### src/rtl/csx_pkg.sv
package csx_pkg;

    typedef enum logic [1:0] {
        ST_CLEAN = 2'b00,
        ST_FIXED = 2'b01,
        ST_FATAL = 2'b10
    } word_stat_e;

    typedef enum logic {
        RS_EMPTY = 1'b0,
        RS_FULL  = 1'b1
    } rd_state_e;

    // True when p is a power of two (a Hamming check position).
    function automatic bit is_pow2(input int p);
        return (p > 0) && ((p & (p - 1)) == 0);
    endfunction

    // Floor of log2 for positive p.
    function automatic int flog2(input int p);
        int r;
        r = 0;
        for (int k = 1; k < 31; k++) begin
            if ((p >> k) != 0) r = k;
        end
        return r;
    endfunction

    // Positions 0..127 whose index has bit i set.
    function automatic logic [127:0] pos_mask(input int i);
        logic [127:0] m;
        for (int p = 0; p < 128; p++) m[p] = ((p >> i) & 1) == 1;
        return m;
    endfunction

endpackage

### src/rtl/csx_word_enc.sv
module csx_word_enc
    import csx_pkg::*;
#(
    parameter int DATA_W = 64,
    parameter int PBITS  = 7,
    localparam int CW_W  = DATA_W + PBITS + 1
) (
    input  logic [DATA_W-1:0] data_i,
    output logic [CW_W-1:0]   cw_o
);

    logic [CW_W-1:1] dbody;
    logic [CW_W-1:1] body;
    logic [PBITS-1:0] chk;

    for (genvar p = 1; p < CW_W; p++) begin : g_pos
        if (is_pow2(p)) begin : g_chk
            assign dbody[p] = 1'b0;
            assign body[p]  = chk[flog2(p)];
        end else begin : g_dat
            assign dbody[p] = data_i[p - 2 - flog2(p)];
            assign body[p]  = dbody[p];
        end
    end

    for (genvar i = 0; i < PBITS; i++) begin : g_par
        localparam logic [127:0] MASK = pos_mask(i);
        assign chk[i] = ^(dbody & MASK[CW_W-1:1]);
    end

    assign cw_o = {body, ^body};

endmodule

### src/rtl/csx_word_dec.sv
module csx_word_dec
    import csx_pkg::*;
#(
    parameter int DATA_W = 64,
    parameter int PBITS  = 7,
    localparam int CW_W  = DATA_W + PBITS + 1
) (
    input  logic [CW_W-1:0]   cw_i,
    output logic [DATA_W-1:0] data_o,
    output logic [1:0]        stat_o,
    output logic [PBITS-1:0]  pos_o
);

    logic [PBITS-1:0] syn;
    logic             par;
    logic [CW_W-1:0]  flip;
    logic [CW_W-1:0]  fixed;
    word_stat_e       stat;

    for (genvar i = 0; i < PBITS; i++) begin : g_syn
        localparam logic [127:0] MASK = pos_mask(i);
        assign syn[i] = ^(cw_i[CW_W-1:1] & MASK[CW_W-1:1]);
    end

    assign par = ^cw_i;

    always_comb begin
        flip = '0;
        stat = ST_CLEAN;
        if (par) begin
            if (int'(syn) < CW_W) begin
                flip[syn] = 1'b1;
                stat      = ST_FIXED;
            end else begin
                stat = ST_FATAL;
            end
        end else if (syn != '0) begin
            stat = ST_FATAL;
        end
    end

    assign fixed  = cw_i ^ flip;
    assign stat_o = stat;
    assign pos_o  = syn;

    for (genvar p = 1; p < CW_W; p++) begin : g_ext
        if (!is_pow2(p)) begin : g_dat
            assign data_o[p - 2 - flog2(p)] = fixed[p];
        end
    end

endmodule

### src/rtl/csx_rd_stage.sv
module csx_rd_stage
    import csx_pkg::*;
#(
    parameter int PAY_W = 8
) (
    input  logic             clk,
    input  logic             rst_n,
    input  logic             in_valid,
    output logic             in_ready,
    input  logic [PAY_W-1:0] in_pay,
    output logic             out_valid,
    input  logic             out_ready,
    output logic [PAY_W-1:0] out_pay
);

    rd_state_e        st_q;
    rd_state_e        st_d;
    logic             take;
    logic [PAY_W-1:0] pay_q;

    // Output process
    always_comb begin
        out_valid = (st_q == RS_FULL);
        in_ready  = (st_q == RS_EMPTY) || out_ready;
    end

    assign take    = in_valid && in_ready;
    assign out_pay = pay_q;

    // Next-state process
    always_comb begin
        st_d = st_q;
        unique case (st_q)
            RS_EMPTY: if (take) st_d = RS_FULL;
            RS_FULL:  if (out_ready && !take) st_d = RS_EMPTY;
            default:  st_d = RS_EMPTY;
        endcase
    end

    // State register
    always_ff @(posedge clk or negedge rst_n) begin
        if (!rst_n) st_q <= RS_EMPTY;
        else        st_q <= st_d;
    end

    always_ff @(posedge clk or negedge rst_n) begin
        if (!rst_n)    pay_q <= '0;
        else if (take) pay_q <= in_pay;
    end

endmodule

### src/rtl/csx_ecc.sv
module csx_ecc
    import csx_pkg::*;
#(
    parameter int DATA_W = 64,
    parameter int WORDS  = 4,
    parameter int PBITS  = 7,
    localparam int CW_W  = DATA_W + PBITS + 1,
    localparam int BUS_W = CW_W * WORDS,
    localparam int DW    = DATA_W * WORDS,
    localparam int SW    = 2 * WORDS
) (
    input  logic             clk,
    input  logic             rst_n,
    input  logic             wr_valid,
    output logic             wr_ready,
    input  logic [DW-1:0]    wr_data,
    output logic             wr_lanes_valid,
    input  logic             wr_lanes_ready,
    output logic [BUS_W-1:0] wr_lanes,
    input  logic             rd_lanes_valid,
    output logic             rd_lanes_ready,
    input  logic [BUS_W-1:0] rd_lanes,
    output logic             rd_valid,
    input  logic             rd_ready,
    output logic [DW-1:0]    rd_data,
    output logic [SW-1:0]    rd_status,
    output logic             rd_dev_fail,
    output logic [PBITS-1:0] rd_dev_lane
);

    localparam int PAY_W = DW + SW + 1 + PBITS;

    logic [CW_W-1:0]   enc_cw [WORDS];
    logic [CW_W-1:0]   dec_cw [WORDS];
    logic [1:0]        w_stat [WORDS];
    logic [PBITS-1:0]  w_pos  [WORDS];
    logic [DW-1:0]     dec_data;
    logic [SW-1:0]     dec_stat;
    logic              dev_fail;
    logic [PAY_W-1:0]  pay_in;
    logic [PAY_W-1:0]  pay_out;

    assign wr_lanes_valid = wr_valid;
    assign wr_ready       = wr_lanes_ready;

    for (genvar w = 0; w < WORDS; w++) begin : g_word
        csx_word_enc #(.DATA_W(DATA_W), .PBITS(PBITS)) u_enc (
            .data_i (wr_data[w*DATA_W +: DATA_W]),
            .cw_o   (enc_cw[w])
        );
        csx_word_dec #(.DATA_W(DATA_W), .PBITS(PBITS)) u_dec (
            .cw_i   (dec_cw[w]),
            .data_o (dec_data[w*DATA_W +: DATA_W]),
            .stat_o (w_stat[w]),
            .pos_o  (w_pos[w])
        );
        assign dec_stat[2*w +: 2] = w_stat[w];
        for (genvar l = 0; l < CW_W; l++) begin : g_lane
            assign wr_lanes[l*WORDS + w] = enc_cw[w][l];
            assign dec_cw[w][l]          = rd_lanes[l*WORDS + w];
        end
    end

    always_comb begin
        dev_fail = 1'b1;
        for (int w = 0; w < WORDS; w++) begin
            if (w_stat[w] != ST_FIXED) dev_fail = 1'b0;
            if (w_pos[w] != w_pos[0])  dev_fail = 1'b0;
        end
    end

    assign pay_in = {w_pos[0], dev_fail, dec_stat, dec_data};

    csx_rd_stage #(.PAY_W(PAY_W)) u_stage (
        .clk       (clk),
        .rst_n     (rst_n),
        .in_valid  (rd_lanes_valid),
        .in_ready  (rd_lanes_ready),
        .in_pay    (pay_in),
        .out_valid (rd_valid),
        .out_ready (rd_ready),
        .out_pay   (pay_out)
    );

    assign {rd_dev_lane, rd_dev_fail, rd_status, rd_data} = pay_out;

endmodule

### config.mk
export PLATFORM = sky130hd
export DESIGN_NAME = csx_ecc
export DESIGN_NICKNAME = d
export VERILOG_FILES = /design/src/rtl/csx_pkg.sv /design/src/rtl/csx_word_enc.sv /design/src/rtl/csx_word_dec.sv /design/src/rtl/csx_rd_stage.sv /design/src/rtl/csx_ecc.sv
export SDC_FILE = /design/constraint.sdc
export NUM_CORES = 1
export LEC_CHECK = 0
export BUFFER_PORTS_ARGS = -buffer_cell sky130_fd_sc_hd__buf_4
export CAP_MARGIN = 20
export CORE_AREA = 2 2 435 437
export CTS_BUF_LIST = sky130_fd_sc_hd__clkbuf_8
export DETAILED_ROUTE_END_ITERATION = 12
export DIE_AREA = 0 0 437 439
export SKIP_CTS_REPAIR_TIMING = 1
export SYNTH_ARGS = -nofsm -noshare
export SYNTH_HDL_FRONTEND = slang
export SYNTH_SLANG_ARGS = --single-unit
### constraint.sdc
create_clock -name clk -period 3.1 [get_ports clk]
set_clock_uncertainty 0.2 [all_clocks]
set_input_delay 0.31 -clock clk [delete_from_list [all_inputs] [get_ports clk]]
set_output_delay 0.31 -clock clk [all_outputs]
set_load 0.02 [all_outputs]
# Word level (Yosys, flattened, before mapping)

Index checks and enable logic that the tools add are counted.

Register bits after elaboration: 273
Bits in latches: 0
Bits in writable memories: 0
ROM bits: 0
Output and inout port bits: 564
Memories: 0

Add/subtract/negate cells: 0
Multiply operators: 0
Div/mod/pow operators: 0
$lt $le $gt $ge: 12
Equal/unequal tests: 7
Shift-type cells: 0
Multiplexer cells: 38
Bitwise operators: 5
Reduce and logical (&&, ||, !) cells: 76

Operators with widths:

| kind                                                               | number |
|---|---|
| XOR reduction 71 bit                                               | 60 |
| two-way mux 72 bit                                                 | 8 |
| XOR reduction 72 bit                                               | 4 |
| XOR 72 bit                                                         | 4 |
| less-than comparator 7 x 8 -> 1 bit (second input constant)        | 4 |
| demux 1 bit (select 7 bit)                                         | 4 |
| greater-or-equal comparator 7 x 1 -> 1 bit (second input constant) | 4 |
| less-than comparator 7 bit (second input constant)                 | 4 |
| nonzero test 7 bit                                                 | 4 |
| two-way mux 2 bit                                                  | 12 |
| != test 7 bit                                                      | 3 |
| two-way mux 1 bit                                                  | 13 |
| != test 2 x 1 -> 1 bit (second input constant)                     | 4 |
| logical AND 1 bit                                                  | 6 |
| case mux 1 bit (2 select lines)                                    | 1 |
| logical NOT 1 bit                                                  | 1 |
| logical OR 1 bit                                                   | 1 |
| inverter 1 bit                                                     | 1 |

# Depth between registers and ports, before layout

Depth in word-level cells: 12
Gate-level depth with buffers: 10
Gate-level depth less buffers: 8

# Cells and area by module

Synthesis repeated with hierarchy kept, for this count alone.

Cells, all modules: 2578
Area, all modules: 28716.3 um^2

By module, submodules not included:

| module                             | instances | cells an instance | area an instance (um^2) | sequential area each (um^2) |
|---|---|---|---|---|
| csx_rd_stage                       | 1         | 578               | 10456.3                 | 6831.6 |
| csx_word_enc                       | 4         | 184               | 1776.7                  | 0.0 |
| csx_word_dec (g_word[1].u_dec ...) | 2         | 307               | 2716.4                  | 0.0 |
| csx_word_dec (g_word[0].u_dec)     | 1         | 315               | 2849.0                  | 0.0 |
| csx_word_dec (g_word[3].u_dec)     | 1         | 304               | 2656.3                  | 0.0 |
| csx_ecc                            | 1         | 31                | 215.2                   | 0.0 |

# Worst setup path before layout

Ideal clock, no wire load.

Path kind: input to register
Start: input rd_lanes[252]
End: register u_stage.pay_q[34] (netlist: u_stage.out_pay[34])
Setup time: 0.083 ns
Data arrival time: 3.172 ns
Setup slack: -0.354 ns
Cell stages on the path: 9
Buffers on the path: 1
Cells stage by stage: xnor3_1 -> xnor3_1 -> xnor3_1 -> xnor3_1 -> buf_2 -> nor4_2 -> nand4_1 -> xor2_1 -> o21ai_0

Word-level cells in the longest chain between the ends: 8
Elaborated cells between the ends (all ways): 16

RTL lines:

| what                                                                                                                    | RTL line           | source |
|---|---|---|
| from (decl)                                                                                                             | csx_ecc.sv:22      | `input logic [BUS_W-1:0] rd_lanes,` |
| XOR reduction 71 bit                                                                                                    | csx_word_dec.sv:22 | `assign syn[i] = ^(cw_i[CW_W-1:1] & MASK[CW_W-1:1]);` |
| less-than comparator 7 x 8 -> 1 bit (not written as such) or greater-or-equal comparator 7 x 1 -> 1 bit (tied branches) | csx_word_dec.sv:32 | `flip[syn] = 1'b1;` |
| logical AND 1 bit (not written as such)                                                                                 | csx_word_dec.sv:32 |  |
| two-way mux 1 bit (not written as such)                                                                                 | csx_word_dec.sv:32 |  |
| demux 1 bit (select 7 bit)                                                                                              | --                 |  |
| two-way mux 72 bit                                                                                                      | csx_word_dec.sv:31 | `if (int'(syn) < CW_W) begin` |
| two-way mux 72 bit (*)                                                                                                  | csx_word_dec.sv:30 | `if (par) begin` |
| XOR 72 bit (*)                                                                                                          | csx_word_dec.sv:42 | `assign fixed = cw_i ^ flip;` |
| to (signal assigned)                                                                                                    | csx_rd_stage.sv:48 | `else if (take) pay_q <= in_pay;` |
| to (decl)                                                                                                               | csx_rd_stage.sv:19 | `logic [PAY_W-1:0] pay_q;` |

Mark *: on every way between the ends. The rest lies on a longest branch, timed or not.
A chain may end at the register's enable or synchronous reset.

# Worst setup path in the final report

Start: input wr_data[207]
End: output wr_lanes[3]

Word-level cells in the longest chain between the ends: 2
Elaborated cells between the ends (all ways): 4

RTL lines:

| what                     | RTL line           | source |
|---|---|---|
| from (decl)              | csx_ecc.sv:16      | `input logic [DW-1:0] wr_data,` |
| XOR reduction 71 bit     | csx_word_enc.sv:28 | `assign chk[i] = ^(dbody & MASK[CW_W-1:1]);` |
| XOR reduction 71 bit (*) | csx_word_enc.sv:31 | `assign cw_o = {body, ^body};` |
| to (decl)                | csx_ecc.sv:19      | `output logic [BUS_W-1:0] wr_lanes,` |

Marked as above.

==> reports/results.ini <==
[yosys]
ys_ff_latch = 273
ys_seq_area_frac = 0.2542
avgSynthCellArea_sq_um = 9.371
syn_inst = 2868
synth_area_sq_um = 26880
async_flop_share = 1.000
ys.flop_type = dfrtp_1
synth_cell_type_count = 43
yosysWarnings = 0
synth_fp_nets = 3418
synth-edff-count = 0

[global_route]
grt_max_degree = 126
grt_pass1_wl_microns = 218500
grt-ovfl-total = 0
busiest_layer = met2
grtUsageMet3 = 0.02388
grt_pass1_vias = 27230
met2_usage = 0.3197
antenna_found_initial = 32
grt_use_met1 = 0.1559
grt_use_total = 0.1618

[detailed_routing]
num_vias = 28150
wl_per_cell_microns = 23.70
ant_nets = 0
first_pass_iters = 5
drc = 0
vias_per_cell = 3.985
routed_wl_microns = 167400
drt_iter0_drc = 1510

[critical_path]
worst_path_most_repeated_cell = xnor2_1
rrSetupSlack_ns = 0.98
crit_slowest_cell = xnor3_1
crit_start = wr_data[207]
worst-r2r-cell-count = 5
cp.required_ns = 2.59
path_max_fanout = 3
crit_chain = buf_4 > xnor2_1 > xnor2_1 > xnor2_1 > xnor2_1 > xnor2_1 > xnor2_2 > xnor3_1 > xnor2_1 > buf_4 > buf_4
critPathKind = in -> out
reg2reg_to = u_stage.out_pay[166]$_DFFE_PN0P_
arrival_ns = 2.59
slowest_delay_ns = 0.44
startpoint_type = primary input
end_kind = primary output
rr_startpoint = u_stage.out_valid$_DFF_PN0_

[clock_network]
cts_tree = built
clk_pin_slew_ns = 0.06
cts.sinks = 273
htreeDepth = 2
numCtsBuffers = 54
ctsLongestPathBuffers = 3
clock_latency_ns = 0.71
cts_root_buf = clkbuf_8

[sta]
rsz0062_at_grt = true
holdWs_ns = 0.01551
layout_setup_ws_ns = -0.003918
hold_viol_final = 0
slew_violations = 0
min_period_over_period = 1.001
fmax_mhz = 322.2
tightest_slew_ns = 0.8085
finalCriticalPeriod_ns = 3.104
max-slew-margin-rel = 0.4539
setup_viol = 1

[finish]
stdcell_count = 7063
layout_commonest_cell = buf_4
layout.nets = 5061
final_util = 0.2413
area_growth_pct = 67.87
layout_common_cells = buf_4, xnor2_1, dfrtp_1
drive_gt1_frac = 0.4131

[status]
status = complete, but fails checks
violations = negative setup slack

[floorplanning]
start_util = 0.1437
ios = 1114
dieArea_sq_um = 191800
num_rows = 159
core_sq_um = 187000
die-width_microns = 437
die_height_microns = 439

[placed_design]
dpl_worst_slack_ns = -0.8626
gp_congestion = 0.9437
dp_hpwl_microns = 143400
dp_cells = 6686
port_buffers = 1109

[power]
power_frac_comb = 0.813
power_frac_seq = 0.101
netSwitchingFraction = 0.5116
p_leak_nw = 19.33
power_density_nw_per_um2 = 1048
power.switching_mw = 24.19
internal_power_mw = 23.10
clkPwrFrac = 0.086
ir_drop_mv = 1.657

[worst_hold_path]
hp-class = in -> async

[job]
max_cap_viol_count = 0

-- sequential cells by signal (all words and copies together) (netlist names) --
register	cells
u_stage.out_pay	272
u_stage.out_valid	1
-- logic make-up after synthesis --
kind of cell,after synthesis,share of synthesized area
xor gates and xnor gates,1125,0.4342
AOI/OAI and AO/OA,420,0.09138
buffers and inverters,408,0.09324
and+or+nand+nor,642,0.1270
DFF,273,0.2542
-- worst max-delay path by stage --
stage	end	slack, ns	cells past startpoint
after detailed placement	u_stage.out_pay[264]$_DFFE_PN0P_	-0.86	11
after global routing	wr_lanes[3]	-0.09	11
after CTS	wr_lanes[3]	-0.26	11
after global placement	u_stage.out_pay[241]$_DFFE_PN0P_	-0.84	11
after floorplan	u_stage.out_pay[210]$_DFFE_PN0P_	-0.02	9
final	wr_lanes[3]	-0.004	11
-- cell usage after synthesis, drive strengths merged, types with 70 or more instances --
master	count	area, sq um
clkbuf	137	514.2
nand2	149	559.3
or3	85	531.8
dfrtp	273	6832
xor2	200	1752
o21ai	213	1066
xnor2	795	6970
nor2	141	529.3
xnor3	115	2590
nand4	83	519.3
a31oi	140	875.8
buf	267	1977
nor4	70	463.0
-- stage by stage --
step	power [mW]	cell area, sq um	TNS [ns]
finish	47.29	45120	-0.003918
global route	49.81	45120	-0.2154
CTS	47.06	42190	-0.5470
detailed placement	42.73	41050	-139.59
global placement	42.45	41050	-133.87
floorplan	22.65	27020	-0.07578
-- layout make-up --
type | instances | area, sq um
clock buffer | 64 | 880.8
inverter | 4 | 15.01
timing repair buffer | 1991 | 15990
multi-input combinational | 2187 | 17970
clock inverter | 32 | 260.3
tap | 2495 | 3122
sequential | 273 | 6832
fill | 20320 | 141900
antenna | 17 | 42.54
-- critical path: cells and delay by family --
kind | cells | cell delay (ns)
xor+xnor | 8 | 1.85
buf+inv | 3 | 0.44
-- power groups by stage --
stage	Combinational [mW]	Clock, mW	Sequential [mW]
after global routing	40.6	4.34	4.86
final	38.4	4.09	4.78
after detailed placement	37.9	0	4.83
after floorplan	17.1	0	5.59
after CTS	38.0	4.24	4.78
after global placement	37.6	0	4.81
-- layer usage --
metal / vias to the layer above / share of wire
met5: - / 0.00062
met4: 16 / 0.073
met3: 329 / 0.045
met2: 1154 / 0.55
met1: 13700 / 0.33
li1: 12950 / -
Note: power is estimated with default switching activity, not from simulation.
